$ cat config.mk
export PLATFORM = sky130hd
export DESIGN_NAME = buck_start_seq
export DESIGN_NICKNAME = d
export VERILOG_FILES = /design/src/rtl/buck_seq_pkg.sv /design/src/rtl/bss_sync.sv /design/src/rtl/bss_fsm.sv /design/src/rtl/bss_drive.sv /design/src/rtl/buck_start_seq.sv
export SDC_FILE = /design/constraint.sdc
export NUM_CORES = 1
export LEC_CHECK = 0
export CAP_MARGIN = 0
export CELL_PAD_IN_SITES_DETAIL_PLACEMENT = 1
export CELL_PAD_IN_SITES_GLOBAL_PLACEMENT = 1
export CORE_MARGIN = 2
export CORE_UTILIZATION = 42
export CTS_BUF_LIST = sky130_fd_sc_hd__clkbuf_2 sky130_fd_sc_hd__clkbuf_4 sky130_fd_sc_hd__clkbuf_8
export CTS_CLUSTER_SIZE = 28
export DETAILED_ROUTE_END_ITERATION = 12
export GPL_ROUTABILITY_DRIVEN = 0
export PLACE_DENSITY = 0.95
export SLEW_MARGIN = 30
export SYNTH_ARGS = -nofsm -noshare
export SYNTH_HDL_FRONTEND = slang
export SYNTH_HIERARCHICAL = 1
export SYNTH_SLANG_ARGS = --single-unit
$ cat constraint.sdc
create_clock -name clk -period 4.4 [get_ports clk]
set_clock_uncertainty 0.2 [all_clocks]
set_input_delay 0.66 -clock clk [delete_from_list [all_inputs] [get_ports clk]]
set_output_delay 0.66 -clock clk [all_outputs]
set_load 0.01 [all_outputs]
$ cat src/rtl/buck_seq_pkg.sv
// Package: state encoding and flag bit positions shared by the sequencer.
// Assumes: flags are gathered into one vector in the bit order below.
package buck_seq_pkg;
    localparam int FLAG_W  = 6;
    localparam int F_VIN   = 0;
    localparam int F_BST   = 1;
    localparam int F_CAL   = 2;
    localparam int F_LO    = 3;
    localparam int F_HI    = 4;
    localparam int F_FB    = 5;

    typedef enum logic [2:0] {
        ST_OFF    = 3'd0,
        ST_CAL    = 3'd1,
        ST_RAMP   = 3'd2,
        ST_LOGIC  = 3'd3,
        ST_OPEN   = 3'd4,
        ST_CLOSED = 3'd5,
        ST_DIS    = 3'd6
    } seq_state_t;
endpackage

$ cat src/rtl/bss_sync.sv
// Module: multi-stage flop synchronizer for a vector of independent flags.
// Assumes: each bit is a quasi-static level; bits are not related to each other.
module bss_sync #(
    parameter int W      = 6,
    parameter int STAGES = 2
) (
    input  logic         clk,
    input  logic         rst_n,
    input  logic [W-1:0] d,
    output logic [W-1:0] q
);
    logic [W-1:0] pipe [STAGES];

    // Purpose: the first stage samples the asynchronous inputs.
    always_ff @(posedge clk) begin
        if (!rst_n) pipe[0] <= '0;
        else        pipe[0] <= d;
    end

    for (genvar g = 1; g < STAGES; g++) begin : g_stage
        // Purpose: each later stage settles the previous one.
        always_ff @(posedge clk) begin
            if (!rst_n) pipe[g] <= '0;
            else        pipe[g] <= pipe[g-1];
        end
    end

    assign q = pipe[STAGES-1];
endmodule

$ cat src/rtl/bss_fsm.sv
// Module: sequencing state machine with the soft-start discharge pulse.
// Assumes: flags arrive already synchronized; cal completion is a rising level.
module bss_fsm
    import buck_seq_pkg::*;
(
    input  logic              clk,
    input  logic              rst_n,
    input  logic [FLAG_W-1:0] flg,
    output seq_state_t        state,
    output logic              ss_dump
);
    seq_state_t nxt;
    logic       cal_prev;
    logic       sup_ok;
    logic       cal_rise;

    assign sup_ok   = flg[F_VIN] & flg[F_BST];
    assign cal_rise = flg[F_CAL] & ~cal_prev;

    // Purpose: next-state selection; a supply fault overrides everything.
    always_comb begin
        nxt = state;
        if (!sup_ok) begin
            nxt = ST_OFF;
        end else begin
            case (state)
                ST_OFF:   nxt = ST_CAL;
                ST_CAL:   if (cal_rise) nxt = ST_RAMP;
                ST_RAMP:  if (flg[F_LO]) nxt = ST_LOGIC;
                ST_LOGIC: begin
                    if (!flg[F_LO])     nxt = ST_DIS;
                    else if (flg[F_HI]) nxt = ST_OPEN;
                end
                ST_OPEN: begin
                    if (!flg[F_LO])      nxt = ST_DIS;
                    else if (!flg[F_HI]) nxt = ST_LOGIC;
                    else if (flg[F_FB])  nxt = ST_CLOSED;
                end
                ST_CLOSED: begin
                    if (!flg[F_LO])      nxt = ST_DIS;
                    else if (!flg[F_HI]) nxt = ST_LOGIC;
                end
                ST_DIS:   if (flg[F_LO]) nxt = ST_LOGIC;
                default:  nxt = ST_OFF;
            endcase
        end
    end

    // Purpose: state register, calibration edge memory and discharge pulse.
    always_ff @(posedge clk) begin
        if (!rst_n) begin
            state    <= ST_OFF;
            cal_prev <= 1'b0;
            ss_dump  <= 1'b0;
        end else begin
            state    <= nxt;
            cal_prev <= flg[F_CAL];
            ss_dump  <= (state != ST_OFF) && !sup_ok;
        end
    end

    // a supply fault always lands in reset on the next edge
    a_r8_fault_to_off: assert property (@(posedge clk) disable iff (!rst_n)
        !(flg[F_VIN] && flg[F_BST]) |=> state == ST_OFF);
    // closed loop is entered only with the reference flag seen
    a_r6_close_on_ref: assert property (@(posedge clk) disable iff (!rst_n)
        (state == ST_CLOSED && $past(state) != ST_CLOSED) |-> $past(flg[F_FB]));
    // soft-start leaves calibration only after a seen completion
    a_r2_ramp_after_cal: assert property (@(posedge clk) disable iff (!rst_n)
        (state == ST_RAMP && $past(state) == ST_CAL) |-> $past(flg[F_CAL]));
    // the disabled state follows a dropped logic-enable flag
    a_r7_dis_on_low: assert property (@(posedge clk) disable iff (!rst_n)
        (state == ST_DIS && $past(state) != ST_DIS) |-> !$past(flg[F_LO]));
endmodule

$ cat src/rtl/bss_drive.sv
// Module: decodes sequencer state into gate enables and soft-start controls.
// Assumes: pwm_req is synchronous and only matters in the switching states.
module bss_drive
    import buck_seq_pkg::*;
(
    input  logic       clk,
    input  logic       rst_n,
    input  seq_state_t state,
    input  logic       pwm_req,
    output logic       hs_en,
    output logic       ls_en,
    output logic       sw_hiz,
    output logic       ss_src_en,
    output logic       ss_low_cur,
    output logic       closed_loop
);
    // Purpose: per-state output decode.
    always_comb begin
        hs_en       = 1'b0;
        ls_en       = 1'b0;
        sw_hiz      = 1'b1;
        ss_src_en   = 1'b0;
        ss_low_cur  = 1'b0;
        closed_loop = 1'b0;
        case (state)
            ST_RAMP, ST_LOGIC: ss_src_en = 1'b1;
            ST_OPEN: begin
                hs_en     = pwm_req;
                ls_en     = ~pwm_req;
                sw_hiz    = 1'b0;
                ss_src_en = 1'b1;
            end
            ST_CLOSED: begin
                hs_en       = pwm_req;
                ls_en       = ~pwm_req;
                sw_hiz      = 1'b0;
                closed_loop = 1'b1;
            end
            ST_DIS: begin
                ls_en      = 1'b1;
                sw_hiz     = 1'b0;
                ss_src_en  = 1'b1;
                ss_low_cur = 1'b1;
            end
            default: ;
        endcase
    end

    // gate enables never overlap
    a_r9_no_overlap: assert property (@(posedge clk) disable iff (!rst_n)
        !(hs_en && ls_en));
endmodule

$ cat src/rtl/buck_start_seq.sv
// Module: top of the buck startup and enable sequencer.
// Assumes: comparator flags are asynchronous levels; pwm_req shares clk.
module buck_start_seq
    import buck_seq_pkg::*;
#(
    parameter int SYNC_STAGES = 2
) (
    input  logic clk,
    input  logic rst_n,
    input  logic vin_ok,
    input  logic bst_ok,
    input  logic cal_done,
    input  logic comp_lo,
    input  logic comp_hi,
    input  logic fb_ok,
    input  logic pwm_req,
    output logic hs_en,
    output logic ls_en,
    output logic sw_hiz,
    output logic ss_src_en,
    output logic ss_low_cur,
    output logic ss_dump,
    output logic closed_loop
);
    logic [FLAG_W-1:0] raw_flg;
    logic [FLAG_W-1:0] syn_flg;
    seq_state_t        state;

    always_comb begin
        raw_flg        = '0;
        raw_flg[F_VIN] = vin_ok;
        raw_flg[F_BST] = bst_ok;
        raw_flg[F_CAL] = cal_done;
        raw_flg[F_LO]  = comp_lo;
        raw_flg[F_HI]  = comp_hi;
        raw_flg[F_FB]  = fb_ok;
    end

    bss_sync #(.W(FLAG_W), .STAGES(SYNC_STAGES)) u_sync (
        .clk(clk), .rst_n(rst_n), .d(raw_flg), .q(syn_flg)
    );

    bss_fsm u_fsm (
        .clk(clk), .rst_n(rst_n), .flg(syn_flg), .state(state), .ss_dump(ss_dump)
    );

    bss_drive u_drive (
        .clk(clk), .rst_n(rst_n), .state(state), .pwm_req(pwm_req),
        .hs_en(hs_en), .ls_en(ls_en), .sw_hiz(sw_hiz), .ss_src_en(ss_src_en),
        .ss_low_cur(ss_low_cur), .closed_loop(closed_loop)
    );

    // the discharge pulse lasts one cycle
    a_r8_dump_single: assert property (@(posedge clk) disable iff (!rst_n)
        ss_dump |=> !ss_dump);
    // the discharge pulse coincides with a tri-stated node and gates off
    a_r8_dump_tristate: assert property (@(posedge clk) disable iff (!rst_n)
        ss_dump |-> (sw_hiz && !hs_en && !ls_en && !ss_src_en));
endmodule

### Word level (Yosys, flattened, before mapping)

Memory sizes are Yosys's and may differ from the RTL's.
Cells that the tools add are included.

| storage, ports and cells | value |
|---|---|
| input bits | 9 |
| word-level logic and storage cells | 51 |
| bits in writable memories | 12 |
| memories | 1 |
| flip-flop bits (word level) | 5 |
| output and inout port bits | 7 |

| cells by class | value |
|---|---|
| muxes and demuxes | 20 |
| bitwise gates (word level) | 6 |
| reductions and logical operators | 10 |
| equal/unequal tests | 11 |

Memories:

| name | depth | bits a word | rd ports | clocked after memory_dff | write ports | RTL line | source |
|---|---|---|---|---|---|---|---|
| u_sync.pipe | 2 | 6 | 2 | 0 | 2 | bss_sync.sv:12 | `logic [W-1:0] pipe [STAGES];` |

Operator list:

| kind | count |
|---|---|
| 2-to-1 mux 3 bit | 9 |
| one-hot mux 3 bit (6 select lines) | 1 |
| 2-to-1 mux 6 bit | 2 |
| == test 3 bit, second input constant | 3 |
| 2-to-1 mux 1 bit | 7 |
| == test 3 x 2 -> 1 bit, second input constant | 2 |
| != test 3 bit, second input constant | 2 |
| AND reduction 5 bit | 1 |
| != test 2 x 1 -> 1 bit, second input constant | 2 |
| != test 4 bit, second input constant | 1 |
| OR reduction 2 bit | 2 |
| OR reduction 4 bit | 1 |
| == test 3 x 1 -> 1 bit, second input constant | 1 |
| logical NOT 3 bit | 1 |
| nonzero test 3 bit | 1 |
| OR reduction 3 bit | 1 |
| bitwise AND 1 bit | 2 |
| inverter 1 bit | 2 |
| OR 1 bit | 2 |
| one-hot mux 1 bit (2 select lines) | 1 |
| AND reduction 2 bit | 1 |
| logical AND 1 bit | 1 |
| logical NOT 1 bit | 1 |

### Depth between registers and ports, before layout

| depth | value |
|---|---|
| word-level depth | 4 |
| gate-level depth with buffers | 5 |
| mapped depth without buffers | 4 |

### Modules after synthesis

The synthesis kept the hierarchy.

Modules (own cells, without submodules):

| module | area an instance (µm²) | instances | cells an instance | seq. area each (µm²) |
|---|---|---|---|---|
| bss_sync | 336.6 | 1 | 25 | 240.2 |
| bss_fsm | 335.3 | 1 | 38 | 100.1 |
| bss_drive | 61.3 | 1 | 8 | 0.0 |

### Worst setup path before layout

No wires, ideal clock.

| path | value |
|---|---|
| path type | input to output |
| start point | input pwm_req |
| end point | output hs_en |
| path slack | 2670 ps |
| buffers on the path | 0 |
| stages | 1 |
| required time | 3540 ps |
| data arrival time | 870 ps |
| cell sequence | and3_2 |

| on the way | value |
|---|---|
| word-level cells in the longest chain between the ends | 1 |

Ends and longest elaborated chain:

| item | RTL line | source |
|---|---|---|
| start, declared | buck_start_seq.sv:16 | `input logic pwm_req,` |
| 2-to-1 mux 1 bit | bss_drive.sv:25 | `case (state)` |
| end, declared | buck_start_seq.sv:17 | `output logic hs_en,` |

Every way passes these cells.

### Final worst setup path

| path | value |
|---|---|
| start point | register u_fsm.state[2] |
| end point | output ls_en |

| on the way | value |
|---|---|
| word-level cells in the longest chain between the ends | 3 |
| elaborated cells on any way between the ends | 5 |
| classes of those cells | eq/ne (3); mux (1); reduce/logical (1) |

Ends and longest elaborated chain:

| item | RTL line | source |
|---|---|---|
| start, declared | bss_fsm.sv:9 | `output seq_state_t state,` |
| start signal, assigned | bss_fsm.sv:56 | `state <= nxt;` |
| == test 3 bit | bss_drive.sv:25 |  |
| OR reduction 2 bit (no line) | n/a |  |
| one-hot mux 1 bit (2 select lines) * | bss_drive.sv:25 |  |
| end, declared | buck_start_seq.sv:18 | `output logic ls_en,` |

Mark *: on every way between the ends. The rest lies on a longest branch, timed or not.

==> impl_results.md <==
- Share of layout cells above drive strength 1: 19.77%
- CP required: 3.54 ns
- Post-layout instance area: 897.1 um2
- Commonest non-fill, non-tap cell in the layout: dfxtp_1
- CTS Buffer Depth: 2
- Max IR drop VDD: 0.1961 mV
- DR iter-0 viols: 6
- Post-Synth Simple-Gate Area: 29.52%
- GR Overflow Total: 0
- TritonCTS clock tree: done
- Vias per inst: 5.340
- Yosys warns: 6
- Area grow syn2layout: 22.35%
- Total GRT Usage: 14.12%
- CP max stage cell: dfxtp_1
- DRC viols: 0
- Power density over the cells: 283.8 mW/mm2
- # resized after CTS: 0
- Final period util: 62.04%
- Postcts setup bufs: 0
- Compound-cell area share of the yosys netlist: 16.89%
- Startpoint types: flop
- CP Cell Sequence: a21bo_4 -> a21oi_2 -> clkdlybuf4s50_1
- Synthesized net count: 80
- Distinct cells, synth: 32
- Seq/Total Area, Yosys: 46.42%
- Initial antenna violation count: 0
- Per-cell routed wire length: 12.72 um
- Clock sink count: 17
- CP Buf/Inv Count: 1
- R2r endpoint: u_fsm/state[0]
- Num CTS Buffers: 3
- Final WL: 1.310 mm
- RSZ-0062 raised after global routing: false
- Post-synthesis cell area: 733.2 um2
- Largest net degree at the start of global routing: 17
- Mux contribution to synthesized area: 1.365%
- FP Rows: 15
- ANT cells: 0
- Total power: 0.0002546 W
- FILL cells: 207
- Routed Antenna Nets: 0
- RR Startpoint: u_fsm/state[0]
- Critical path peak fanout: 16
- DP Wirelength: 954.2 um
- Tmin final: 2.730 ns
- Most frequent cells in the layout: 17 x dfxtp_1, 15 x clkdlybuf4s50_1, 8 x and2_2
- Total die area: 0.002096 mm2
- Adder-cell share of the synthesized area: 0%
- Syn Area/Cell: 10.33 um2
- Post-DP Area: 869.6 um2
- Count of final setup violators: 0
- Peak Freq: 0.3663 GHz
- CTS Hold Bufs: 0
- Max Slew Vio Count: 0
- Port bufs: 15
- Setup Crit Path Kind: flop to output port
- Status: finished, final reports clean
- Global-route wire length before repair: 2.063 mm
- Hold depth: 1
- Die X: 45.78 um
- WP data arrival: 1.87 ns
- Beginning of the worst hold path: u_sync/pipe[0][0]
- Number of global-route vias before repair: 495
- Worst-path clk slew: 0.10 ns
- Cell taking the most area after synthesis: dfxtp_1
- Core Area: 0.001689 mm2
- H-tree levels: 1
- DR pass1 iterations: 4
- Hold EP: u_sync/pipe[1][0]
- Top cell type's share of synthesized area: 46.42%
- Cells after Synth: 71
- Number of synthesized register bits: 17
- Slew Limit Headroom: 65.67%
- Lkg Pwr: 0.3539 nW
- Final nets: 96
- Type of the tightest min-delay check: flop to flop
- R2R cell count: 4
- XOR/XNOR share of the synthesized area: 0%
- DIE HEIGHT: 45.78 um
- Setup TNS: 0 ns
- Initial Utilization: 43.41%
- Slowest stage delay, CP: 0.64 ns
- Worst-Margin Slew: 0.5142 ns
- Reg2reg setup slack: 2.49 ns
- CP delay by family, top: flip-flops
- Largest family of logic cells by synthesized area: simple AND/OR/NAND/NOR gates
- Fin. Hold Viols: 0
- Maximum capacitance violations: 0
- CTS root buffer: clkbuf_4
- Boundary Pins: 16
- Via Count: 550
- Worst-Skew Late Latency: 0.28 ns
- Critical Path End Type: output port
- Largest cells by area after synthesis: dfxtp_1 46%, and2_2 8.2%, and2_1 4.3%, buf_6 3.1%, nor2b_1 2.6%
## per-stage QoR
stage	cells	utilization [%]	setup slack [ns]	hold WS, ns
floorplan	71	-	2.670	0.2119
global placement	99	51.48	1.697	0.2145
detailed placement	99	51.48	1.673	0.2206
CTS	103	53.11	1.659	0.2424
global route	103	53.11	1.572	0.2481
finish	103	53.11	1.670	0.2387
## area by class of cell
class                      instances  area (um2)  share of cell area [%]
clock buffer                       3       22.52                   2.510
clock inverter                     1       5.005                  0.5579
inverter                           2       7.507                  0.8368
multi-input combinational         48       350.3                   39.05
sequential                        17       340.3                   37.94
tap                               17       21.27                   2.371
timing repair buffer              15       150.1                   16.74
## state kept, by name, summed over array words and instances (netlist names)
signal and count:
u_sync/pipe 12, u_fsm/cal_prev 1, u_fsm/ss_dump 1, u_fsm/state 3
## where the power goes
part	switching, W	internal, W	leakage (nW)
registers	0.00000262	0.000159	0.140
logic	0.00000402	0.0000106	0.197
clock network	0.0000444	0.0000337	0.0177
total	0.0000511	0.000204	0.354
## worst max-delay path by stage
stage	start	end	cells after the start
2_1_floorplan	pwm_req	hs_en	1
3_3_place_gp	pwm_req	hs_en	3
3_5_place_dp	pwm_req	hs_en	3
4_1_cts	u_fsm/state[2]	ls_en	3
5_1_grt	u_fsm/state[2]	ls_en	3
6_report	u_fsm/state[2]	ls_en	3
## layer usage
layer	track usage (%)	part of all wire (%)
met1	15.93	44
met2	24.51	53
met3	5.952	3.7
met4	3.429	0
met5	0	0
## worst reg2reg max path, stage by stage, from the launching register on
cell,delay [ns]
dfxtp_1,0.65
or3b_1,0.42
o22ai_2,0.18
a21oi_1,0.09
o221a_1,0.27
## synthesized netlist by cell type
master,instances
nor4bb_1,1
nand4b_1,1
and2_1,5
o21ai_0,2
nand2_1,4
o21bai_1,1
dfxtp_1,17
a21oi_1,3
nor2_1,1
mux2i_1,1
and2b_1,1
and3_1,1
o22ai_2,1
nor3_1,1
nor2b_1,3
o221a_1,1
a31oi_1,1
nand3b_1,2
and2_2,8
inv_1,2
buf_4,1
nand4bb_1,1
buf_6,2
a211oi_1,1
or3b_1,1
a21bo_4,1
a211o_1,1
a21oi_2,1
o311a_1,1
o211a_1,1
buf_2,1
and3_2,2
## kinds of logic (layout without fill, tap and decap cells)
group | after synthesis | count (layout)
DFF | 17 | 17
AOI/OAI and AO/OA | 15 | 15
muxes | 1 | 1
and+or+nand+nor | 32 | 32
buffers and inverters | 6 | 21
Power figures use the tool's default switching activity.
